`src/rtl/ata_pio_pkg.sv`:
```
package ata_pio_pkg;

    localparam int TIM_W       = 8;
    localparam int DATA_W      = 16;
    localparam int ADDR_W      = 4;
    localparam int DA_W        = 3;
    localparam int N_DEV       = 2;
    localparam int DEV_W       = $clog2(N_DEV);
    localparam int SYNC_STAGES = 2;
    localparam int N_PHASE_CNT = 4;
    localparam int TWORD_W     = N_PHASE_CNT * TIM_W;

    // Address decoding the sequencer depends on
    localparam logic [ADDR_W-1:0] DATA_PORT_ADDR = 4'h0;
    localparam logic [ADDR_W-1:0] DEVHEAD_ADDR   = 4'h6;
    localparam int                DEV_BIT        = 4;
    localparam int                CS_SEL_BIT     = 3;

    typedef enum logic [2:0] {
        PH_IDLE,
        PH_SETUP,
        PH_STROBE,
        PH_HOLD,
        PH_RECOV
    } phase_e;

    typedef struct packed {
        logic             rdy_en;
        logic [TIM_W-1:0] recov;
        logic [TIM_W-1:0] hold;
        logic [TIM_W-1:0] strobe;
        logic [TIM_W-1:0] setup;
    } timing_t;

    typedef struct packed {
        logic [ADDR_W-1:0] addr;
        logic              write;
        logic [DATA_W-1:0] wdata;
    } access_t;

    function automatic timing_t unpack_timing(input logic [TWORD_W-1:0] w,
                                              input logic rdy);
        timing_t t;
        t.setup  = w[0*TIM_W +: TIM_W];
        t.strobe = w[1*TIM_W +: TIM_W];
        t.hold   = w[2*TIM_W +: TIM_W];
        t.recov  = w[3*TIM_W +: TIM_W];
        t.rdy_en = rdy;
        return t;
    endfunction

    // A phase ends when its counter has reached one (or was loaded with zero)
    function automatic logic last_tick(input logic [TIM_W-1:0] c);
        return (c <= TIM_W'(1));
    endfunction

    function automatic logic bus_active(input phase_e p);
        return (p == PH_SETUP) || (p == PH_STROBE) || (p == PH_HOLD);
    endfunction

endpackage

```
`src/rtl/ata_pio_rdysync.sv`:
```
module ata_pio_rdysync #(
    parameter int STAGES = ata_pio_pkg::SYNC_STAGES
) (
    input  logic clk,
    input  logic rst,
    input  logic async_in,
    output logic sync_out
);

    logic [STAGES-1:0] chain;

    always_ff @(posedge clk) begin
        if (rst) begin
            chain <= '0;
        end else begin
            chain[0] <= async_in;
            for (int i = 1; i < STAGES; i++) begin
                chain[i] <= chain[i-1];
            end
        end
    end

    assign sync_out = chain[STAGES-1];

endmodule

```
`src/rtl/ata_pio_tsel.sv`:
```
module ata_pio_tsel
    import ata_pio_pkg::*;
(
    input  logic             clk,
    input  logic             rst,
    input  logic             take,
    input  access_t          req,
    input  timing_t          cmp_set,
    input  timing_t          fast_set [N_DEV],
    input  logic [N_DEV-1:0] fast_en,
    output timing_t          chosen,
    output logic [DEV_W-1:0] dev_sel
);

    logic is_data_port;
    logic shadow_wr;

    assign is_data_port = (req.addr == DATA_PORT_ADDR);
    assign shadow_wr    = take && req.write && (req.addr == DEVHEAD_ADDR);

    always_ff @(posedge clk) begin
        if (rst) begin
            dev_sel <= '0;
        end else if (shadow_wr) begin
            dev_sel <= req.wdata[DEV_BIT +: DEV_W];
        end
    end

    always_comb begin
        chosen = cmp_set;
        if (is_data_port && fast_en[dev_sel]) begin
            chosen = fast_set[dev_sel];
        end
    end


    dev_update_chk: assert property (@(posedge clk) disable iff (rst)
        (dev_sel != $past(dev_sel)) |-> $past(take && req.write && (req.addr == DEVHEAD_ADDR)));

endmodule

```
`src/rtl/ata_pio_seq.sv`:
```
module ata_pio_seq
    import ata_pio_pkg::*;
(
    input  logic              clk,
    input  logic              rst,
    input  logic              take,
    input  access_t           req,
    input  timing_t           tim,
    input  logic              rdy_sync,
    input  logic [DATA_W-1:0] dd_in,
    output phase_e            phase,
    output access_t           cur,
    output logic [DATA_W-1:0] rdata,
    output logic              done
);

    timing_t          tim_q;
    logic [TIM_W-1:0] cnt;
    logic             tick_ok;
    logic             at_end;

    // The strobe phase only counts once the device reports ready
    assign tick_ok = (phase != PH_STROBE) || !tim_q.rdy_en || rdy_sync;
    assign at_end  = last_tick(cnt);

    always_ff @(posedge clk) begin
        if (rst) begin
            phase <= PH_IDLE;
            cnt   <= '0;
            tim_q <= '0;
            cur   <= '0;
            rdata <= '0;
            done  <= 1'b0;
        end else begin
            done <= 1'b0;
            unique case (phase)
                PH_IDLE: begin
                    if (take) begin
                        cur   <= req;
                        tim_q <= tim;
                        cnt   <= tim.setup;
                        phase <= PH_SETUP;
                    end
                end
                PH_SETUP: begin
                    if (at_end) begin
                        phase <= PH_STROBE;
                        cnt   <= tim_q.strobe;
                    end else begin
                        cnt <= cnt - TIM_W'(1);
                    end
                end
                PH_STROBE: begin
                    if (tick_ok) begin
                        if (at_end) begin
                            phase <= PH_HOLD;
                            cnt   <= tim_q.hold;
                            if (!cur.write) begin
                                rdata <= dd_in;
                            end
                        end else begin
                            cnt <= cnt - TIM_W'(1);
                        end
                    end
                end
                PH_HOLD: begin
                    if (at_end) begin
                        phase <= PH_RECOV;
                        cnt   <= tim_q.recov;
                    end else begin
                        cnt <= cnt - TIM_W'(1);
                    end
                end
                PH_RECOV: begin
                    if (at_end) begin
                        phase <= PH_IDLE;
                        cnt   <= '0;
                        done  <= 1'b1;
                    end else begin
                        cnt <= cnt - TIM_W'(1);
                    end
                end
                default: phase <= PH_IDLE;
            endcase
        end
    end


    done_pulse_chk: assert property (@(posedge clk) disable iff (rst)
        done |=> !done);


    ready_stall_chk: assert property (@(posedge clk) disable iff (rst)
        (phase == PH_STROBE && tim_q.rdy_en && !rdy_sync) |=> (phase == PH_STROBE && $stable(cnt)));


    acc_stable_chk: assert property (@(posedge clk) disable iff (rst)
        (phase != PH_IDLE && $past(phase != PH_IDLE)) |-> $stable(cur));


    cnt_down_chk: assert property (@(posedge clk) disable iff (rst)
        (phase != PH_IDLE && phase == $past(phase)) |-> (cnt <= $past(cnt)));

endmodule

```
`src/rtl/ata_pio_engine.sv`:
```
module ata_pio_engine
    import ata_pio_pkg::*;
(
    input  logic               clk,
    input  logic               rst,
    input  logic               cfg_enable,
    input  logic               cfg_bus_reset,
    input  logic [TWORD_W-1:0] cmp_timing,
    input  logic               cmp_rdy_en,
    input  logic [TWORD_W-1:0] fast0_timing,
    input  logic               fast0_rdy_en,
    input  logic               fast0_en,
    input  logic [TWORD_W-1:0] fast1_timing,
    input  logic               fast1_rdy_en,
    input  logic               fast1_en,
    input  logic               req_valid,
    input  logic [ADDR_W-1:0]  req_addr,
    input  logic               req_write,
    input  logic [DATA_W-1:0]  req_wdata,
    output logic               busy,
    output logic               done,
    output logic [DATA_W-1:0]  rdata,
    output logic               ata_rst_n,
    input  logic [DATA_W-1:0]  dd_in,
    output logic [DATA_W-1:0]  dd_out,
    output logic               dd_oe,
    output logic [DA_W-1:0]    da,
    output logic               cs0_n,
    output logic               cs1_n,
    output logic               dior_n,
    output logic               diow_n,
    input  logic               iordy
);

    access_t          req;
    access_t          cur;
    timing_t          cmp_set;
    timing_t          fast_set [N_DEV];
    timing_t          chosen;
    logic [N_DEV-1:0] fast_en;
    logic [DEV_W-1:0] dev_sel;
    logic             rdy_sync;
    logic             take;
    logic             active;
    phase_e           phase;

    assign req     = '{addr: req_addr, write: req_write, wdata: req_wdata};
    assign cmp_set = unpack_timing(cmp_timing, cmp_rdy_en);
    assign fast_set[0] = unpack_timing(fast0_timing, fast0_rdy_en);
    assign fast_set[1] = unpack_timing(fast1_timing, fast1_rdy_en);
    assign fast_en = {fast1_en, fast0_en};

    assign take = req_valid && cfg_enable && (phase == PH_IDLE);

    ata_pio_rdysync #(.STAGES(SYNC_STAGES)) u_sync (
        .clk      (clk),
        .rst      (rst),
        .async_in (iordy),
        .sync_out (rdy_sync)
    );

    ata_pio_tsel u_tsel (
        .clk      (clk),
        .rst      (rst),
        .take     (take),
        .req      (req),
        .cmp_set  (cmp_set),
        .fast_set (fast_set),
        .fast_en  (fast_en),
        .chosen   (chosen),
        .dev_sel  (dev_sel)
    );

    ata_pio_seq u_seq (
        .clk      (clk),
        .rst      (rst),
        .take     (take),
        .req      (req),
        .tim      (chosen),
        .rdy_sync (rdy_sync),
        .dd_in    (dd_in),
        .phase    (phase),
        .cur      (cur),
        .rdata    (rdata),
        .done     (done)
    );

    always_ff @(posedge clk) begin
        if (rst) begin
            ata_rst_n <= 1'b0;
        end else begin
            ata_rst_n <= !cfg_bus_reset;
        end
    end

    // Bus lines decode from the registered phase and the captured request
    always_comb begin
        active = bus_active(phase);
        busy   = (phase != PH_IDLE);
        cs0_n  = !(active && !cur.addr[CS_SEL_BIT]);
        cs1_n  = !(active &&  cur.addr[CS_SEL_BIT]);
        da     = active ? cur.addr[DA_W-1:0] : '0;
        dior_n = !((phase == PH_STROBE) && !cur.write);
        diow_n = !((phase == PH_STROBE) &&  cur.write);
        dd_oe  = active && cur.write;
        dd_out = cur.wdata;
    end


    strobe_excl_chk: assert property (@(posedge clk) disable iff (rst)
        !(!dior_n && !diow_n));


    oe_write_only_chk: assert property (@(posedge clk) disable iff (rst)
        dd_oe |-> dior_n);


    strobe_needs_cs_chk: assert property (@(posedge clk) disable iff (rst)
        (!dior_n || !diow_n) |-> (cs0_n != cs1_n));


    bus_rst_follow_chk: assert property (@(posedge clk) disable iff (rst)
        !$past(rst) |-> (ata_rst_n == !$past(cfg_bus_reset)));

endmodule

```
`config.mk`:
```
export PLATFORM = sky130hd
export DESIGN_NAME = ata_pio_engine
export DESIGN_NICKNAME = d
export VERILOG_FILES = /design/src/rtl/ata_pio_pkg.sv /design/src/rtl/ata_pio_rdysync.sv /design/src/rtl/ata_pio_tsel.sv /design/src/rtl/ata_pio_seq.sv /design/src/rtl/ata_pio_engine.sv
export SDC_FILE = /design/constraint.sdc
export NUM_CORES = 1
export LEC_CHECK = 0
export BUFFER_PORTS_ARGS = -buffer_cell sky130_fd_sc_hd__buf_2
export CAP_MARGIN = 40
export CORE_MARGIN = 2
export CORE_UTILIZATION = 48
export CTS_CLUSTER_SIZE = 28
export DETAILED_ROUTE_END_ITERATION = 12
export GPL_TIMING_DRIVEN = 0
export HOLD_SLACK_MARGIN = 0.02
export PLACE_DENSITY = 0.83
export RECOVER_POWER = 100
export SYNTH_ARGS = -nofsm -noshare
export SYNTH_HDL_FRONTEND = slang
export SYNTH_HIERARCHICAL = 1
export SYNTH_SLANG_ARGS = --single-unit
```
`constraint.sdc`:
```
create_clock -name clk -period 3.13 [get_ports clk]
set_input_delay 0.4695 -clock clk [delete_from_list [all_inputs] [get_ports clk]]
set_output_delay 0.4695 -clock clk [all_outputs]
set_load 0.01 [all_outputs]
```
=== After elaboration in Yosys (flattened, before gate mapping) ===
Cells that the tools add are included.
W data, S select, Z words.

* Flip-flop bits (word level): 78
* Bits of input ports: 144
* Output and inout bits: 43
* Logic and storage cells: 86

* $add $sub $neg: 1
* $lt $le $gt $ge: 3
* Eq/ne operators: 12
* Muxes and demuxes: 22
* Bitwise operators: 3
* Reductions and logical operators: 31

{| class="wikitable"
|+ Operators by type and width
! operator !! count
|-
| $mux W33 || 4
|-
| $mux W8 || 6
|-
| $pmux W8 S5 || 1
|-
| $mux W3 || 7
|-
| $pmux W3 S5 || 1
|-
| $ne A2 B1 Y1 const B || 6
|-
| $logic_and A1 B1 Y1 || 10
|-
| $le A8 B1 Y1 const B || 1
|-
| $logic_not A1 Y1 || 8
|-
| $sub A8 B1 Y8 const B || 1
|-
| $eq A3 B2 Y1 const B || 2
|-
| $reduce_and A6 Y1 || 1
|-
| $reduce_bool A5 Y1 || 1
|-
| $eq A4 B3 Y1 const B || 1
|-
| $logic_not A4 Y1 || 1
|-
| $logic_or A1 B1 Y1 || 4
|-
| $reduce_and A4 Y1 || 1
|-
| $eq A3 B1 Y1 const B || 1
|-
| $eq A3 B3 Y1 const B || 1
|-
| $logic_not A3 Y1 || 1
|-
| $mux W1 || 3
|-
| $ne A3 B2 Y1 const B || 1
|-
| $reduce_and A3 Y1 || 1
|-
| $reduce_bool A3 Y1 || 1
|-
| 6 further kinds || 7
|}

=== Logic depth before layout (Yosys ltp) ===
* Word-level depth: 7
* Mapped depth: 9

=== By module ===
The synthesis kept the hierarchy.

{| class="wikitable"
|+ By module, submodules not included
! module !! instances !! cells each !! area an instance (µm²) !! sequential area each (µm²)
|-
| ata_pio_seq || 1 || 401 || 3238.1 || 1481.4
|-
| ata_pio_tsel || 1 || 82 || 879.6 || 20.0
|-
| ata_pio_engine || 1 || 15 || 106.4 || 20.0
|-
| ata_pio_rdysync || 1 || 4 || 52.6 || 40.0
|}

=== Least setup slack after synthesis ===
OpenSTA, ideal clock, no wires.

* Path type: input to register
* From: input port req_addr[1]
* To: register u_seq.cnt[5]
* Data arrival time: 2.453 ns
* Required time: 3.013 ns
* Path slack: 0.560 ns
* Stages: 8
* Path through: or4_4 > nor2_4 > buf_6 > mux2_2 > mux4_2 > nand2_1 > o22ai_1 > a32o_1

{| class="wikitable"
|+ RTL lines
! element !! line !! source
|-
| start, declared || ata_pio_engine.sv:17 || <nowiki>input logic [ADDR_W-1:0] req_addr,</nowiki>
|-
| end signal, assigned || ata_pio_seq.sv:41 || <nowiki>cnt <= tim.setup;</nowiki>
|-
| end signal, assigned || ata_pio_seq.sv:48 || <nowiki>cnt <= tim_q.strobe;</nowiki>
|-
| end signal, assigned || ata_pio_seq.sv:50 || <nowiki>cnt <= cnt - TIM_W'(1);</nowiki>
|-
| end, declared || ata_pio_seq.sv:18 || <nowiki>logic [TIM_W-1:0] cnt;</nowiki>
|}

=== Worst setup path after layout ===
* From: register u_seq.cnt[2]
* To: register u_seq.rdata[12]

* Cells in the longest elaborated chain, start to end: 2

{| class="wikitable"
|+ RTL lines
! element !! line !! source
|-
| $le A8 B1 Y1 || ata_pio_pkg.sv:54 || <nowiki>return (c <= TIM_W'(1));</nowiki>
|-
| $reduce_and A4 Y1 (no source line) || - ||
|-
| end signal, assigned || ata_pio_seq.sv:59 || <nowiki>rdata <= dd_in;</nowiki>
|-
| end, declared || ata_pio_seq.sv:13 || <nowiki>output logic [DATA_W-1:0] rdata,</nowiki>
|}

No other way between the ends.
A chain may end at the register's enable or synchronous reset.

==> flow_metrics.tcl <==
set metrics [dict create \
    grt_pass1_wl_mm 20.3 \
    detail-route-antenna-nets 0 \
    cp_slowest_cell "nor4_4" \
    final_cell_area_um2 5500 \
    startpoint "u_seq/cnt[2]" \
    cellLeakagePower_uw 0.00219 \
    power.density_nw_per_um2 612 \
    drt_wl_total_mm 12.5 \
    post_cts_resized 0 \
    cts_hold_buf 0 \
    worst_pin_slew_ps 864 \
    slew_violations 0 \
    start_util_pct 49.3 \
    dr.pass1.iters 5 \
    finalSetupViolations 0 \
    ios 187 \
    yosys-top-cells-area "dfxtp_1 37%, mux2_2 18%, nand2_1 9.6%, a21oi_1 6.9%, mux2i_1 5.1%" \
    hold_path_class "input port to flop" \
    syn_avg_cell_area_um2 8.52 \
    post-route-period-util_pct 90.0 \
    worstSetupPathType "flop to flop" \
    slew-limit-headroom_pct 42.1 \
    critPathMaxFanout 10 \
    grt_pass1_vias 4508 \
    post_cts_buffers 0 \
    skew_ps 6.39 \
    cpPeakStageDelay_ps 600 \
    ys_types 55 \
    cts.clk_slew.worst_paths_ps 80 \
    clock.fmax_mhz 355 \
    synth_area_um2 4280 \
    area_growth_pct 28.6 \
    placedInstanceArea_um2 5340 \
    path_cells "or4_1 > or4_1 > clkbuf_1 > nor4_4 > buf_8 > mux2i_1 > nor2_1" \
    fillers 768 \
    crit_family "simple AND/OR/NAND/NOR gates" \
    start_kind "flop" \
    port_buffers 186 \
    antenna_found_initial 0 \
    vias 4428 \
    rows 34 \
    cp_num_buf_inv 2 \
    synth_seq_area_share_pct 36.5 \
    diodes 0 \
    cts.sink_count 78 \
    setup_tns_ps 0 \
    maxCapViolCount 0 \
    min_from "cfg_bus_reset" \
    end_kind "flop" \
    yosysTopAreaCellShare_pct 36.5 \
    fin_ws_ps 313 \
    nets 845 \
    clk_latency_ps 350 \
    cts_tree "built" \
    placed_cells 796 \
    die_x_um 98.4 \
    drc 0 \
    status "completed" \
    finish.utilization_pct 63.4 \
    core-area_um2 8680 \
    syn-num-nets 648 \
    hold_violations 0 \
    routabilityCongestion 0.930 \
    die-area_um2 9680 \
    overflow 0 \
    synth_ff_type "dfxtp_1" \
    final_common_cell "buf_2" \
    synth-async-reset-ratio_pct 0 \
    pre_cts_slack_ps 186 \
    rsz0062_at_grt "false" \
    hpwl_mm 9.85 \
    grt_util_all_layers_pct 25.6 \
    layout-drive-gt1-share_pct 35.5 \
    drt-initial-drc-count 247 \
    synth_edf_count 0 \
    post-route-min-period_ps 2820 \
    ys_ff_latch 78 \
    worstReg2RegStart "u_seq/cnt[2]" \
    stdcell_count 812 \
    crit_arrival_ps 3060 \
    critPathMostFrequentCell "or4_1" \
    fp.dieH_um 98.4 \
    cts_made_buffers 9 \
    clock_path_buffers 2 \
    ys_warn_count 6 \
    wl_per_cell_um 15.4 \
    cts_max_level 3 \
    synth_area_leader_cell "dfxtp_1" \
    grt_max_degree 14 \
    mostFrequentLayoutCells "151 x buf_2, 109 x nand2_1, 78 x dfxtp_1" \
    via_per_inst 5.45 \
    required_ps 3370 \
    ir_drop_mv 0.299 \
    syn_inst 502 \
    cts_root_buf "clkbuf_8" \
]
## synthesized netlist by cell type (3+ instances only)
| cell type | count |
|---|---|
| a211oi_1 | 4 |
| a21oi_1 | 59 |
| a31oi_1 | 3 |
| and2_1 | 5 |
| buf_1 | 4 |
| buf_2 | 4 |
| buf_6 | 3 |
| clkbuf_1 | 22 |
| dfxtp_1 | 78 |
| inv_1 | 4 |
| mux2_2 | 67 |
| mux2i_1 | 22 |
| nand2_1 | 109 |
| nand2b_1 | 5 |
| nand3_1 | 3 |
| nor2_1 | 31 |
| nor2b_1 | 6 |
| nor3_1 | 8 |
| nor4_1 | 3 |
| o211ai_1 | 5 |
| o21ai_0 | 8 |
| or3b_2 | 3 |
| or4_1 | 3 |
| or4_2 | 3 |
## stage by stage
stage | hold WS [ps] | power, uW
floorplan | 414 | 2140
global placement | 424 | 2530
detailed placement | 445 | 2570
CTS | 261 | 3380
global route | 254 | 3570
finish | 270 | 3370
## report_power, final
part	switching [uW]	leakage (uW)	internal [uW]
sequential	126	0.000635	1130
clock	367	0.000113	445
combinational	786	0.00145	514
total	1280	0.00219	2090
## cell families (layout without fill, tap and decap cells)
kind of cell / Yosys count / in the layout / share of synthesized area (%)
flops: 78 / 78 / 36.5
simple gates: 191 / 191 / 20.7
buf+inv: 38 / 240 / 4.24
compound gates: 99 / 99 / 13.8
fa+ha+maj: 2 / 2 / 0.585
mux: 92 / 92 / 23.8
xor+xnor: 2 / 2 / 0.410
## layer usage
layer  track usage [%]  wire (um)  vias to the layer above
li1                  -          -                     2154
met1              31.9       5160                     2051
met2              43.7       6150                      202
met3              6.23        972                       21
met4              8.22        204                        0
met5                 0          0                        -
## path summary, 6_finish.rpt
kind	endpoint	slack (ps)	depth (start not counted)
hold reg to reg	u_seq/cur[3]	460	2
hold / removal	ata_rst_n	270	2
setup reg to reg	u_seq/rdata[12]	310	7
setup / recovery	u_seq/rdata[12]	310	7
## final cells by class
class	instances	area, um^2	area share [%]
sequential	78	1560	28.4
clock inverter	7	88.8	1.62
timing repair buffer	186	883	16.1
multi-input combinational	386	2530	45.9
inverter	4	15.0	0.273
buffer	34	165	3.00
clock buffer	9	124	2.25
tap	108	135	2.46
## sequential cells by signal, summed over array words and instances, names as in the netlist
signal and flops:
ata_rst_n 1, u_seq/cnt 8, u_seq/cur 21, u_seq/done 1
u_seq/phase 3, u_seq/rdata 16, u_seq/tim_q 25, u_sync/chain 2
u_tsel/dev_sel 1
(Power assumes the default switching activity.)
